--- config.mk ---
export PLATFORM = sky130hd
export DESIGN_NAME = cassette_seq
export DESIGN_NICKNAME = d
export VERILOG_FILES = /design/src/rtl/cassette_seq.sv
export SDC_FILE = /design/constraint.sdc
export NUM_CORES = 1
export LEC_CHECK = 0
export BUFFER_PORTS_ARGS = -buffer_cell sky130_fd_sc_hd__buf_2
export CAP_MARGIN = 30
export CORE_MARGIN = 10
export CORE_UTILIZATION = 60
export DETAILED_ROUTE_END_ITERATION = 8
export PLACE_DENSITY = 0.86
export SETUP_SLACK_MARGIN = 0.1
export SLEW_MARGIN = 20
export SYNTH_ARGS = -nofsm -noshare
export SYNTH_HDL_FRONTEND = slang
export SYNTH_SLANG_ARGS = --single-unit
--- constraint.sdc ---
create_clock -name clk -period 5.25 [get_ports clk]
set_clock_uncertainty 0.15 [all_clocks]
set_input_delay 0.2625 -clock clk [delete_from_list [all_inputs] [get_ports clk]]
set_output_delay 0.2625 -clock clk [all_outputs]
set_load 0.01 [all_outputs]
--- src/rtl/cassette_seq.sv ---
module cassette_seq #(
  parameter int NDRV = 2,
  parameter int START_DLY = 16,
  parameter int CHAR_DLY = 6,
  localparam int UW = (NDRV > 1) ? $clog2(NDRV) : 1,
  localparam int DMAX = (START_DLY > CHAR_DLY) ? START_DLY : CHAR_DLY,
  localparam int CW = $clog2(DMAX + 1)
) (
  input  logic          clk,
  input  logic          rst_n,
  input  logic          go,
  input  logic [UW-1:0] go_unit,
  input  logic [2:0]    go_fn,
  input  logic          crc_flag,
  input  logic          ack,
  input  logic [7:0]    tx_byte,
  output logic          busy,
  output logic          ready,
  output logic          xfer_req,
  output logic [7:0]    rx_byte,
  output logic          err,
  output logic          f_crc,
  output logic          f_beot,
  output logic          f_wlk,
  output logic          f_eof,
  output logic          f_tim,
  output logic [UW-1:0] t_unit,
  output logic          t_step,
  output logic [2:0]    t_op,
  output logic [7:0]    t_wdata,
  input  logic          t_bot,
  input  logic          t_eot,
  input  logic          t_wlock,
  input  logic          t_fgap,
  input  logic          t_rgap,
  input  logic          t_avail,
  input  logic [7:0]    t_data
);
  localparam logic [2:0] OP_FWD = 3'd0, OP_REV = 3'd1, OP_TAKE = 3'd2, OP_PUT = 3'd3,
                         OP_GAP = 3'd4, OP_REW = 3'd5, OP_CLOSE = 3'd6;
  typedef enum logic [3:0] {S_IDLE, S_BOTGAP, S_REVGAP, S_WAIT, S_EXEC,
                            S_RCH, S_WCH, S_CRC, S_SPACE} st_t;

  st_t st;
  logic [UW-1:0] unit_q;
  logic [2:0] fn_q;
  logic [CW-1:0] cnt;
  logic [NDRV-1:0] rev_d, gap_d;
  logic og, orv;
  logic [7:0] wbuf;

  wire mv_fwd  = (fn_q <= 3'd2) || (fn_q == 3'd5) || (fn_q == 3'd6);
  wire mv_rev  = (fn_q == 3'd3) || (fn_q == 3'd4);
  wire bad_mv  = (mv_fwd && t_eot) || (mv_rev && t_bot);
  wire xf_held = xfer_req && !ack && !crc_flag;
  wire sp_gap  = mv_rev ? t_rgap : t_fgap;
  wire sp_end  = mv_rev ? t_bot : t_eot;
  wire go_wr   = go_fn <= 3'd1;
  wire go_rs   = (go_fn >= 3'd2) && (go_fn <= 3'd6);
  wire go_rev  = (go_fn == 3'd3) || (go_fn == 3'd4);

  assign busy    = st != S_IDLE;
  assign t_unit  = busy ? unit_q : go_unit;
  assign t_wdata = wbuf;

  always_comb begin
    t_step = 1'b0;
    t_op   = OP_FWD;
    case (st)
      S_BOTGAP: t_step = mv_fwd && t_bot && t_fgap;
      S_REVGAP: begin t_step = og && (orv != mv_rev); t_op = mv_rev ? OP_REV : OP_FWD; end
      S_EXEC: if (!bad_mv)
        case (fn_q)
          3'd0: begin t_step = 1'b1; t_op = OP_GAP; end
          3'd2: t_step = t_fgap;
          3'd4: begin t_step = 1'b1; t_op = OP_REV; end
          3'd6: t_step = 1'b1;
          3'd7: begin t_step = 1'b1; t_op = OP_REW; end
          default: ;
        endcase
      S_RCH: begin t_step = (cnt == '0) && t_avail; t_op = OP_TAKE; end
      S_WCH: begin t_step = (cnt == '0) && !crc_flag; t_op = OP_PUT; end
      S_CRC: begin t_step = cnt == '0; t_op = (fn_q == 3'd1) ? OP_CLOSE : OP_FWD; end
      S_SPACE: begin t_step = sp_gap || !sp_end; t_op = mv_rev ? OP_REV : OP_FWD; end
      default: ;
    endcase
  end

  always_ff @(posedge clk or negedge rst_n) begin
    if (!rst_n) begin
      st <= S_IDLE; ready <= 1'b1; xfer_req <= 1'b0; rx_byte <= '0;
      {err, f_crc, f_beot, f_wlk, f_eof, f_tim} <= '0;
      unit_q <= '0; fn_q <= '0; cnt <= '0; rev_d <= '0; gap_d <= '0;
      og <= 1'b0; orv <= 1'b0; wbuf <= '0;
    end else begin
      if (ack || crc_flag) xfer_req <= 1'b0;
      if (ack && fn_q == 3'd1) wbuf <= tx_byte;
      case (st)
        S_IDLE: if (go) begin
          unit_q <= go_unit; fn_q <= go_fn; wbuf <= '0; xfer_req <= 1'b0;
          {err, f_crc, f_beot, f_wlk, f_eof, f_tim} <= '0;
          if (go_wr && t_wlock) begin
            err <= 1'b1; f_wlk <= 1'b1; ready <= 1'b1;
          end else begin
            ready <= 1'b0; og <= gap_d[go_unit]; orv <= rev_d[go_unit];
            rev_d[go_unit] <= go_rs && go_rev; gap_d[go_unit] <= 1'b0;
            if (go_rs) st <= S_BOTGAP;
            else begin st <= S_WAIT; cnt <= CW'(START_DLY - 1); end
          end
        end
        S_BOTGAP: begin if (t_step) og <= 1'b0; st <= S_REVGAP; end
        S_REVGAP: begin st <= S_WAIT; cnt <= CW'(START_DLY - 1); end
        S_WAIT: if (cnt == '0) st <= S_EXEC; else cnt <= cnt - 1'b1;
        S_EXEC: if (bad_mv) begin
          err <= 1'b1; f_beot <= 1'b1; ready <= 1'b1; st <= S_IDLE;
        end else begin
          st <= S_IDLE; ready <= 1'b1;
          case (fn_q)
            3'd1: begin
              if (xf_held) begin err <= 1'b1; f_tim <= 1'b1; end else xfer_req <= 1'b1;
              st <= S_WCH; ready <= 1'b0; cnt <= CW'(CHAR_DLY - 1);
            end
            3'd2: if (t_fgap) begin err <= 1'b1; f_eof <= 1'b1; gap_d[unit_q] <= 1'b1; end
                  else begin st <= S_RCH; ready <= 1'b0; cnt <= CW'(CHAR_DLY - 1); end
            3'd3, 3'd5: begin st <= S_SPACE; ready <= 1'b0; end
            3'd4: if (t_rgap) begin err <= 1'b1; f_eof <= 1'b1; gap_d[unit_q] <= 1'b1; end
            3'd6: begin
              f_crc <= 1'b1;
              if (t_fgap) begin err <= 1'b1; f_eof <= 1'b1; gap_d[unit_q] <= 1'b1; end
            end
            3'd7: f_beot <= 1'b1;
            default: ;
          endcase
        end
        S_RCH: if (cnt != '0) cnt <= cnt - 1'b1;
        else if (!t_avail) begin
          rx_byte <= '0; err <= 1'b1; f_crc <= 1'b1; ready <= 1'b1; st <= S_IDLE;
        end else begin
          rx_byte <= t_data;
          if (crc_flag) begin st <= S_CRC; cnt <= CW'(START_DLY - 1); end
          else begin
            if (xf_held) begin err <= 1'b1; f_tim <= 1'b1; end else xfer_req <= 1'b1;
            cnt <= CW'(CHAR_DLY - 1);
          end
        end
        S_WCH: if (cnt != '0) cnt <= cnt - 1'b1;
        else if (crc_flag) begin st <= S_CRC; cnt <= CW'(START_DLY - 1); end
        else begin
          if (xf_held) begin err <= 1'b1; f_tim <= 1'b1; end else xfer_req <= 1'b1;
          cnt <= CW'(CHAR_DLY - 1);
        end
        S_CRC: if (cnt != '0) cnt <= cnt - 1'b1;
        else begin ready <= 1'b1; st <= S_IDLE; end
        S_SPACE: if (sp_gap) begin
          f_eof <= 1'b1; gap_d[unit_q] <= 1'b1; ready <= 1'b1; st <= S_IDLE;
        end else if (sp_end) begin
          err <= 1'b1; ready <= 1'b1; st <= S_IDLE;
          if (mv_rev) f_beot <= 1'b1; else f_crc <= 1'b1;
        end
        default: st <= S_IDLE;
      endcase
    end
  end


  ready_idle_chk: assert property (@(posedge clk) disable iff (!rst_n) ready != busy);

  step_busy_chk: assert property (@(posedge clk) disable iff (!rst_n) t_step |-> busy);

  wlock_stop_chk: assert property (@(posedge clk) disable iff (!rst_n) f_wlk |-> (err && !busy));

  tim_err_chk: assert property (@(posedge clk) disable iff (!rst_n) f_tim |-> err);

  busy_go_chk: assert property (@(posedge clk) disable iff (!rst_n)
                                (busy && go) |=> (fn_q == $past(fn_q) && unit_q == $past(unit_q)));
endmodule

## Yosys cells after proc, flatten, opt, wreduce, memory -nomap -nowiden

Index checks and enable logic that the tools add are counted.

| storage, ports and cells | value |
|---|---|
| flip-flop bits (word level) | 43 |
| latch bits | 0 |
| RAM bits | 0 |
| ROM bits | 0 |
| input port bits | 31 |
| word-level logic and storage cells | 257 |
| memories | 0 |

| operators by class | value |
|---|---|
| add/subtract/negate cells | 1 |
| $mul | 0 |
| divide/modulo/power cells | 0 |
| magnitude comparators | 8 |
| eq/ne operators | 49 |
| shift operators | 0 |
| muxes and demuxes | 121 |
| bitwise operators | 5 |
| reductions and logical operators | 55 |

Operators with widths:

| kind | count |
|---|---|
| two-way mux 1 bit | 61 |
| two-way mux 5 bit | 10 |
| two-way mux 4 bit | 12 |
| inequality test 2 bit (second input constant) | 20 |
| case mux 4 bit (9 select lines) | 1 |
| case mux 5 bit (7 select lines) | 1 |
| two-way mux 8 bit | 4 |
| AND reduction 7 bit | 3 |
| inequality test 3 bit (second input constant) | 6 |
| AND reduction 9 bit | 2 |
| equality test 4 x 3 -> 1 bit (second input constant) | 4 |
| equality test 3 bit (second input constant) | 5 |
| logical AND 1 bit | 15 |
| case mux 3 bit (5 select lines) | 1 |
| nonzero test 5 bit | 3 |
| two-way mux 2 bit | 7 |
| case mux 1 bit (4 select lines) | 3 |
| case mux 4 bit (3 select lines) | 1 |
| AND reduction 6 bit | 2 |
| nonzero test 4 bit | 3 |
| case mux 1 bit (5 select lines) | 2 |
| case mux 5 bit (2 select lines) | 1 |
| AND reduction 10 bit | 1 |
| equality test 3 x 2 -> 1 bit (second input constant) | 3 |
| 43 further kinds | 68 |

## Depth between registers and ports, before layout

Gate-level depths: netlist of the first run.

| logic depth | value |
|---|---|
| depth after elaboration | 9 |
| gate-level depth with buffers | 9 |
| mapped depth without buffers | 8 |

## Worst setup path before layout of the first run

OpenSTA, ideal clock, no wires.

| timing | value |
|---|---|
| path type | reg2reg |
| start | register cnt[0] |
| end | register err |
| arrival time | 1920 ps |
| path slack | 3053 ps |
| cell stages (with the launch flop) | 9 |
| buffers on the path | 1 |
| clock period less this slack | 2197 ps |
| cell sequence | dfrtp_1 > inv_1 > ha_1 > or4b_1 > buf_2 > nor3_1 > a2bb2oi_1 > o311ai_1 > mux2_1 |

| on the way | value |
|---|---|
| word-level cells in the longest chain between the ends | 3 |
| elaborated cells on any way between the ends | 4 |
| classes of those cells | 2 x eq/ne; 2 x reduce/logical |

RTL lines:

| element | line | source |
|---|---|---|
| start: declaration | 47 | `logic [CW-1:0] cnt;` |
| start signal: assignment | 135 | `S_RCH: if (cnt != '0) cnt <= cnt - 1'b1;` |
| start signal: assignment | 143 | `cnt <= CW'(CHAR_DLY - 1);` |
| start signal: assignment | 146 | `S_WCH: if (cnt != '0) cnt <= cnt - 1'b1;` |
| nonzero test 5 bit (*) | 135, 146 |  |
| inequality test 2 bit (no source line) | -- |  |
| AND reduction 9 bit (no source line) (*) | -- |  |
| end signal: assignment | 137 | `rx_byte <= '0; err <= 1'b1; f_crc <= 1'b1; ready <= 1'b1; st <= S_IDLE;` |
| end signal: assignment | 142 | `if (xf_held) begin err <= 1'b1; f_tim <= 1'b1; end else xfer_req <= 1'b1;` |
| end signal: assignment | 149 | `if (xf_held) begin err <= 1'b1; f_tim <= 1'b1; end else xfer_req <= 1'b1;` |
| end: declaration | 21 | `output logic err,` |

Every way passes the cells marked *; elsewhere a longest branch is shown, timed or not.
A chain may end at the register's enable or synchronous reset.

## Final worst setup path of the first run

| timing | value |
|---|---|
| start | register st[2] |
| end | output port t_step |

| on the way | value |
|---|---|
| word-level cells in the longest chain between the ends | 2 |
| elaborated cells on any way between the ends | 8 |
| classes of those cells | 7 x eq/ne; 1 x mux |

RTL lines:

| element | line | source |
|---|---|---|
| start: declaration | 44 | `st_t st;` |
| start signal: assignment | 91 | `st <= S_IDLE; ready <= 1'b1; xfer_req <= 1'b0; rx_byte <= '0;` |
| start signal: assignment | 107 | `if (go_rs) st <= S_BOTGAP;` |
| start signal: assignment | 108 | `else begin st <= S_WAIT; cnt <= CW'(START_DLY - 1); end` |
| equality test 4 bit, or another cell as far along | 69 | `case (st)` |
| case mux 1 bit (7 select lines) (*) | 69 |  |
| end: declaration | 28 | `output logic t_step,` |

Marks and branches as above.

==> summary.md, run 1 <==
| Metric | Value |
|---|---|
| Commonest non-fill, non-tap cell in the layout | `nand2_1` |
| Sequential fraction of the synthesis area | `between 30% and 40%` |
| I/O Buffers | `60` |
| Root buffer cell | `clkbuf_8` |
| Worst setup SP type | `flop` |
| Slew Viols, Final | `0` |
| Post-CTS Setup Bufs | `0` |
| Area Growth Syn to Fin | `13.59%` |
| Leakage power | `approximately 1.5 nW` |
| Setup WS pre-CTS | `2328 ps` |
| Final Wtd Congestion | `between 1 and 1.5` |
| HP Class | `in -> reg` |
| Reg-to-Reg Start | `st[0]` |
| Actual transition at the worst max-transition pin | `roughly 850 ps` |
| Pin count of the biggest net entering global routing | `between 40 and 50` |
| Buf+Inv Stages, Crit Path | `1` |
| Run status | `complete, no violations` |
| H-Tree Depth | `2` |
| Initial Util | `62.69%` |
| Fillers | `about 390` |
| Iter 0 DRT Violations | `approximately 490` |
| Yosys synthesis warning count | `0` |
| Crit-path cells | `or4b_1 > nor3_2 > nand2_1 > nand4_1 > buf_2` |
| Io pins | `around 60` |
| Synth Instances | `~380` |
| Core box area | `4786 um^2` |
| Most frequent cells in the layout | `nand2_1, buf_2, dfrtp_1, nor2_1, a21oi_1` |
| Hold path startpoint | `t_data[4]` |
| Clock Pin Slew Worst Setup and Hold Paths | `around 80 ps` |
| GRT overflow | `0` |
| CP top delay family | `simple AND/OR/NAND/NOR gates` |
| Cts bufs inserted | `5` |
| Max VDD drop | `0.3728 mV` |
| Slowest CP cell | `dfrtp_1` |
| CTS tree | `done` |
| Crit. Startpoint | `st[2]` |
| Final Critical Period | `3070 ps` |
| Fmax | `about 330 MHz` |
| WL/cell | `17.72 um` |
| Vias/cell | `about 6.4` |
| Synth Area per Inst | `between 7 and 8 um^2` |
| Post-CTS resize count | `0` |
| Synth Flop Type | `dfrtp_1` |
| WL final | `8754 um` |
| Setup violations, final | `0` |
| Slew headroom | `roughly 44%` |
| Total GRT Usage | `about a fifth` |
| CP peak stage delay | `between 800 and 900 ps` |
| Initial antenna violation count | `0` |
| Vias in the first global route | `approximately 3,000` |
| Element type at the critical path end | `primary output` |
| Vias post-DR | `~3,200` |
| Hold buffers post-CTS | `1` |
| Pre-Repair DR Iteration Count | `5` |
| Layout cells sized above 1 | `19.44%` |
| Crit path kind | `reg -> out` |
| DRC errors left | `0` |
| First-pass GRT wire length | `approximately 14,000 um` |
| Die W | `approximately 90 um` |
| Synth async-reset ratio | `100.0%` |
| CP Data Required Time | `between 4000 and 5000 ps` |
| RSZ-0062 raised after global routing | `false` |
| Final Hold Vio Count | `0` |
| Die Ht | `roughly 91 um` |
| CTS Buffer Depth | `2` |
| Final ANT Viol Nets | `0` |
| Nets | `459` |
| Max-Cap Viols | `0` |
| Synth unique cells | `60` |
| Site Rows | `25` |
| Ant. Diodes | `0` |
| CP Data Arrival Time | `around 2700 ps` |
| Post-layout worst setup margin | `2180 ps` |
| Final cycle utilization of the critical path | `~58%` |
| Clk sink count | `43` |
| Mapped Area | `approximately 3000 um^2` |
| Pwr dens | `about 540 nW/um^2` |
| Syn_nets | `around 420` |
| Crit-path max FO | `26` |
| Worst-Skew Late Latency | `300 ps` |
| Die ar. | `8229 um^2` |
| Setup_tns | `0 ps` |
| Yosys reg bits | `43` |
| EDFF count, synth | `0` |
| Detailed Place HPWL | `6350 um` |
[state kept, by name (all words and copies together) (netlist names), 2 cells and up]
register,flops
rx_byte,8
cnt,5
st,4
t_wdata,8
gap_d,2
rev_d,2
fn_q,3
[per-stage QoR]
| step | util [%] | hold WS, ps | cell area, um^2 | std cells | power, mW |
|---|---|---|---|---|---|
| floorplan | - | -183.1 | 3000 | 382 | 1.297 |
| finish | 71.22 | 24.53 | 3408 | 494 | 1.824 |
| global placement | 68.24 | 312.5 | 3266 | 484 | 1.506 |
| global route | 71.22 | 31.22 | 3408 | 494 | 1.967 |
| CTS | 70.80 | 24.74 | 3388 | 493 | 1.802 |
| detailed placement | 68.24 | 322.5 | 3266 | 484 | 1.530 |
[synthesized netlist by cell type, types with 6 or more instances]
library cell	n	area share (%)
inv_1	6	0.75
buf_2	8	1.3
o22ai_1	8	1.7
nor3_1	6	1.0
o21ai_1	15	2.5
dfrtp_1	42	35
nand2b_1	11	2.3
o31ai_1	6	1.5
nor2_1	34	4.3
a21oi_1	24	4.0
nand3_1	8	1.3
mux2_1	6	2.3
nand2_1	78	9.8
a31oi_1	10	2.1
clkbuf_1	13	1.6
o21ai_0	20	3.3
[report_power, final]
group | internal (mW) | leakage [nW] | switching [mW]
combinational | 0.383 | 0.976 | 0.548
sequential | 0.437 | 0.509 | 0.191
clock | 0.142 | 0.0581 | 0.123
total | 0.962 | 1.54 | 0.862
[path summary, 6_finish.rpt]
path                               to  slack [ps]  cells past startpoint
max in group asynchronous       ready        4210                      3
hold / removal             rx_byte[4]          20                      3
hold reg to reg            rx_byte[0]         330                      2
setup reg to reg             rev_d[0]        2260                      6
min in group asynchronous      cnt[2]         210                      2
setup / recovery               t_step        2180                      5
[final cells by class]
| class | instances | area [um^2] | area share, % |
|---|---|---|---|
| well taps | 67 | 83.83 | 2.460 |
| flip-flops and latches | 43 | 1077 | 31.61 |
| repair buffers | 62 | 330.3 | 9.692 |
| clock inverters | 3 | 43.79 | 1.285 |
| multi-input cells | 306 | 1774 | 52.06 |
| inverters | 8 | 30.03 | 0.8811 |
| clock buffers | 5 | 68.82 | 2.019 |
[tightest hold or removal path, stage by stage]
cell     delay, ps
buf_2           90
nand2_1         40
o21ai_1         50
[logic make-up (layout without fill, tap and decap cells)]
| group | Yosys count | after routing | share of synthesized area, % |
|---|---|---|---|
| and+or+nand+nor | 169 | 169 | 27.32 |
| AOI/OAI and AO/OA | 123 | 123 | 26.86 |
| DFF | 43 | 43 | 35.91 |
| buffers and inverters | 33 | 78 | 4.963 |
| muxes | 9 | 9 | 3.253 |
| xor gates and xnor gates | 3 | 3 | 0.8759 |
| adders and majority gates | 2 | 2 | 0.8339 |
[routing by layer]
metal / track usage, % / share of wire [%] / vias to the layer above
li1: - / - / 1462
met1: 25.53 / 39 / 1484
met2: 33.77 / 49 / 192
met3: 5.320 / 9.4 / 31
met4: 8.355 / 2.7 / 0
met5: 0 / 0 / -
No activity file was read; power rests on OpenSTA's default activity.
==> run 2, diff against run 1 <==
Settings changed: CORE_UTILIZATION 60 to 55, PLACE_DENSITY 0.86 to 0.8.
Clock period 5.25 ns to 3 ns, I/O delays scaled along.
==> run 2 against run 1 <==
The flow now finishes with violations (design-rule violations). Clock power increased by 45%. Die area increased by 7.1%. Critical path type unchanged. Flip-flop and latch count unchanged. Routed wire length increased by 9.8%. Sequential share of layout area decreased by 2.1 points. Sequential power increased by 62%. First-iteration DRC count decreased by 3.7%. Design area increased by 7.2%.
==> summary.md, run 2 (same netlist as run 1, synthesis figures left out) <==
| Metric | Value |
|---|---|
| Element type at the critical path end | `primary output` |
| Crit path kind | `reg -> out` |
| Clk sink count | `43 (unchanged)` |
| Pre-Repair DR Iteration Count | `8 (+3)` |
| I/O Buffers | `60 (unchanged)` |
| RSZ-0062 raised after global routing | `false` |
| Fillers | `420 (+6.9%)` |
| Reg-to-Reg Start | `st[3]` |
| Placed insts | `496 (+2.5%)` |
| Die Ht | `93.86 um (+3.5%)` |
| Placed instance area | `3337 um^2 (+2.2%)` |
| Setup_tns | `0 ps (unchanged)` |
| WL final | `9608 um (+9.8%)` |
| Setup WS pre-CTS | `494.7 ps (-1833 ps)` |
| End of the critical path | `t_step` |
| Io pins | `61 (unchanged)` |
| Slew Viols, Final | `0 (unchanged)` |
| Worst setup SP type | `flop` |
| Net Sw Power | `1.549 mW (+80%)` |
| Pin count of the biggest net entering global routing | `44 (unchanged)` |
| H-Tree Depth | `2 (unchanged)` |
| Pwr dens | `880.1 nW/um^2 (+64%)` |
| Commonest non-fill, non-tap cell in the layout | `nand2_1` |
| Final Wtd Congestion | `0.9797 (-2.8%)` |
| Leakage power | `1.656 nW (+7.3%)` |
| Seq pwr share | `31.7% (-2.7 points)` |
| Final Hold Vio Count | `0 (unchanged)` |
| Max-Cap Viols | `0 (unchanged)` |
| Combinational fraction of design power | `56.4% (+5.3 points)` |
| Final ANT Viol Nets | `0 (unchanged)` |
| Depth of the most critical reg-to-reg path | `5 (-1)` |
| Final instance area | `3652 um^2 (+7.2%)` |
| DRC errors left | `1 (+1)` |
| Final core occ | `70.17% (-1.0 points)` |
| Die ar. | `8810 um^2 (+7.1%)` |
| First-pass GRT wire length | `15,840 um (+10%)` |
| Ant. Diodes | `0 (unchanged)` |
| Core box area | `5205 um^2 (+8.8%)` |
| Vias/cell | `6.179 (-3.7%)` |
| Max VDD drop | `0.5490 mV (+47%)` |
| Vias post-DR | `3,250 (+2.6%)` |
| Power Internal | `1.665 mW (+73%)` |
| Cts bufs inserted | `5 (unchanged)` |
| WL/cell | `18.27 um (+3.1%)` |
| Site Rows | `26 (+4.0%)` |
| Nets | `488 (+6.3%)` |
| Crit-path max FO | `17 (-35%)` |
| CTS tree | `done` |
| Most frequent cells in the layout | `nand2_1, buf_2, dfrtp_1, nor2_1, a21oi_1` |
| Layout cells sized above 1 | `19.96% (+0.52 points)` |
| Root buffer cell | `clkbuf_8` |
| Detailed Place HPWL | `6890 um (+8.5%)` |
| CP Data Required Time | `2700 ps (-2140 ps)` |
| Iter 0 DRT Violations | `467 (-3.7%)` |
| Non-Filler Instances | `526 (+6.5%)` |
| Total GRT Usage | `21.80% (+1.0 points)` |
| Vias in the first global route | `3,169 (+5.8%)` |
| HP Class | `in -> reg` |
| CP Data Arrival Time | `2480 ps (-180 ps)` |
| Fmax | `approximately 360 MHz` |
| Clock share of power | `12.0% (-2.5 points)` |
| GRT overflow | `0 (unchanged)` |
| Actual transition at the worst max-transition pin | `637.7 ps (-208.5 ps)` |
| Switching share of total power | `48.19% (+0.94 points)` |
| CTS Buffer Depth | `2 (unchanged)` |
| Initial Util | `57.64% (-5.0 points)` |
| Die W | `93.86 um (+3.5%)` |
| Slew headroom | `57.48% (+14 points)` |
| Clock Pin Slew Worst Setup and Hold Paths | `90 ps (about the same)` |
| Final cycle utilization of the critical path | `approximately 93%` |
| Crit. Startpoint | `st[3]` |
| R2R Path End | `st[1]` |
| Worst-Skew Late Latency | `310 ps (about the same)` |
| Failing checks | `design-rule violations` |
| R2R Setup Slk | `320 ps (-1940 ps)` |
| Run status | `finished, violations left` |
| Area Growth Syn to Fin | `21.73%` |
| Post-layout worst setup margin | `217.2 ps (-1963 ps)` |
| Setup violations, final | `0 (unchanged)` |
| Final Critical Period | `2783 ps` |
| Initial antenna violation count | `0 (unchanged)` |
-- run 2: cell types whose count changed in the layout (fill, tap and decap cells not counted), sizes merged --
cell / previous run / this run
clkinv: 2 / 1
dlygate4sd3: 1 / 21
clkinvlp: 0 / 1
bufinv: 1 / 0
clkbuf: 5 / 6
buf: 61 / 70
-- run 2: worst min-delay path by stage --
stage / startpoint / end / slack (ps) / cells past startpoint
2_1_floorplan: rst_n / cnt[0] / -300 / 0
3_3_place_gp: rst_n / err / 210 / 1
3_5_place_dp: rst_n / cnt[3] / 220 / 1
4_1_cts: t_avail / rx_byte[2] / 40 / 3
5_1_grt: t_avail / rx_byte[0] / 60 / 3
6_report: t_avail / rx_byte[2] / 40 / 3
-- run 2: power groups by stage --
stage / registers (mW) / clock network (mW) / logic (mW)
CTS: 1.01 / 0.390 / 1.77
floorplan: 0.928 / 0 / 1.34
detailed placement: 1.02 / 0 / 1.74
global route: 1.05 / 0.405 / 1.99
finish: 1.02 / 0.384 / 1.81
global placement: 1.01 / 0 / 1.70
-- run 2: worst max-delay path, stage by stage, from the launching register on --
cell	delay, ps
dfrtp_1	600
or4b_1	670
nor3_2	500
nand2_1	130
nand4_1	120
buf_2	150
-- run 2: routing by layer --
layer | up-vias | share of wire [%] | track usage [%]
li1 | 1515 | - | -
met4 | 0 | 3.0 | 7.468
met3 | 36 | 8.9 | 5.356
met2 | 164 | 50 | 36.18
met5 | - | 0 | 0
met1 | 1535 | 38 | 26.85
-- run 2: what timing repair did --
item / in CTS / in global routing
buffers inserted: 0 / 0
hold buffers: 21 / 0
setup endpoints to repair: 0 / 2
resized for setup: 0 / 1
endpoints found under the hold margin: 62 / 0
-- run 2: stage by stage --
| stage | hold WS (ps) | total power [mW] |
|---|---|---|
| 6_report | 43.41 | 3.214 |
| 4_1_cts | 39.90 | 3.165 |
| 5_1_grt | 60.63 | 3.452 |
| 3_5_place_dp | 218.3 | 2.757 |
| 2_1_floorplan | -295.6 | 2.269 |
| 3_3_place_gp | 205.4 | 2.712 |
-- run 2: final cells by class --
| class | count | area, um^2 | area share (%) |
|---|---|---|---|
| clock buffers | 6 | 72.57 | 1.987 |
| inverters | 8 | 30.03 | 0.8222 |
| repair buffers | 91 | 598.1 | 16.38 |
| well taps | 70 | 87.58 | 2.398 |
| multi-input cells | 306 | 1774 | 48.58 |
| flip-flops and latches | 43 | 1077 | 29.50 |
| clock inverters | 2 | 12.51 | 0.3426 |
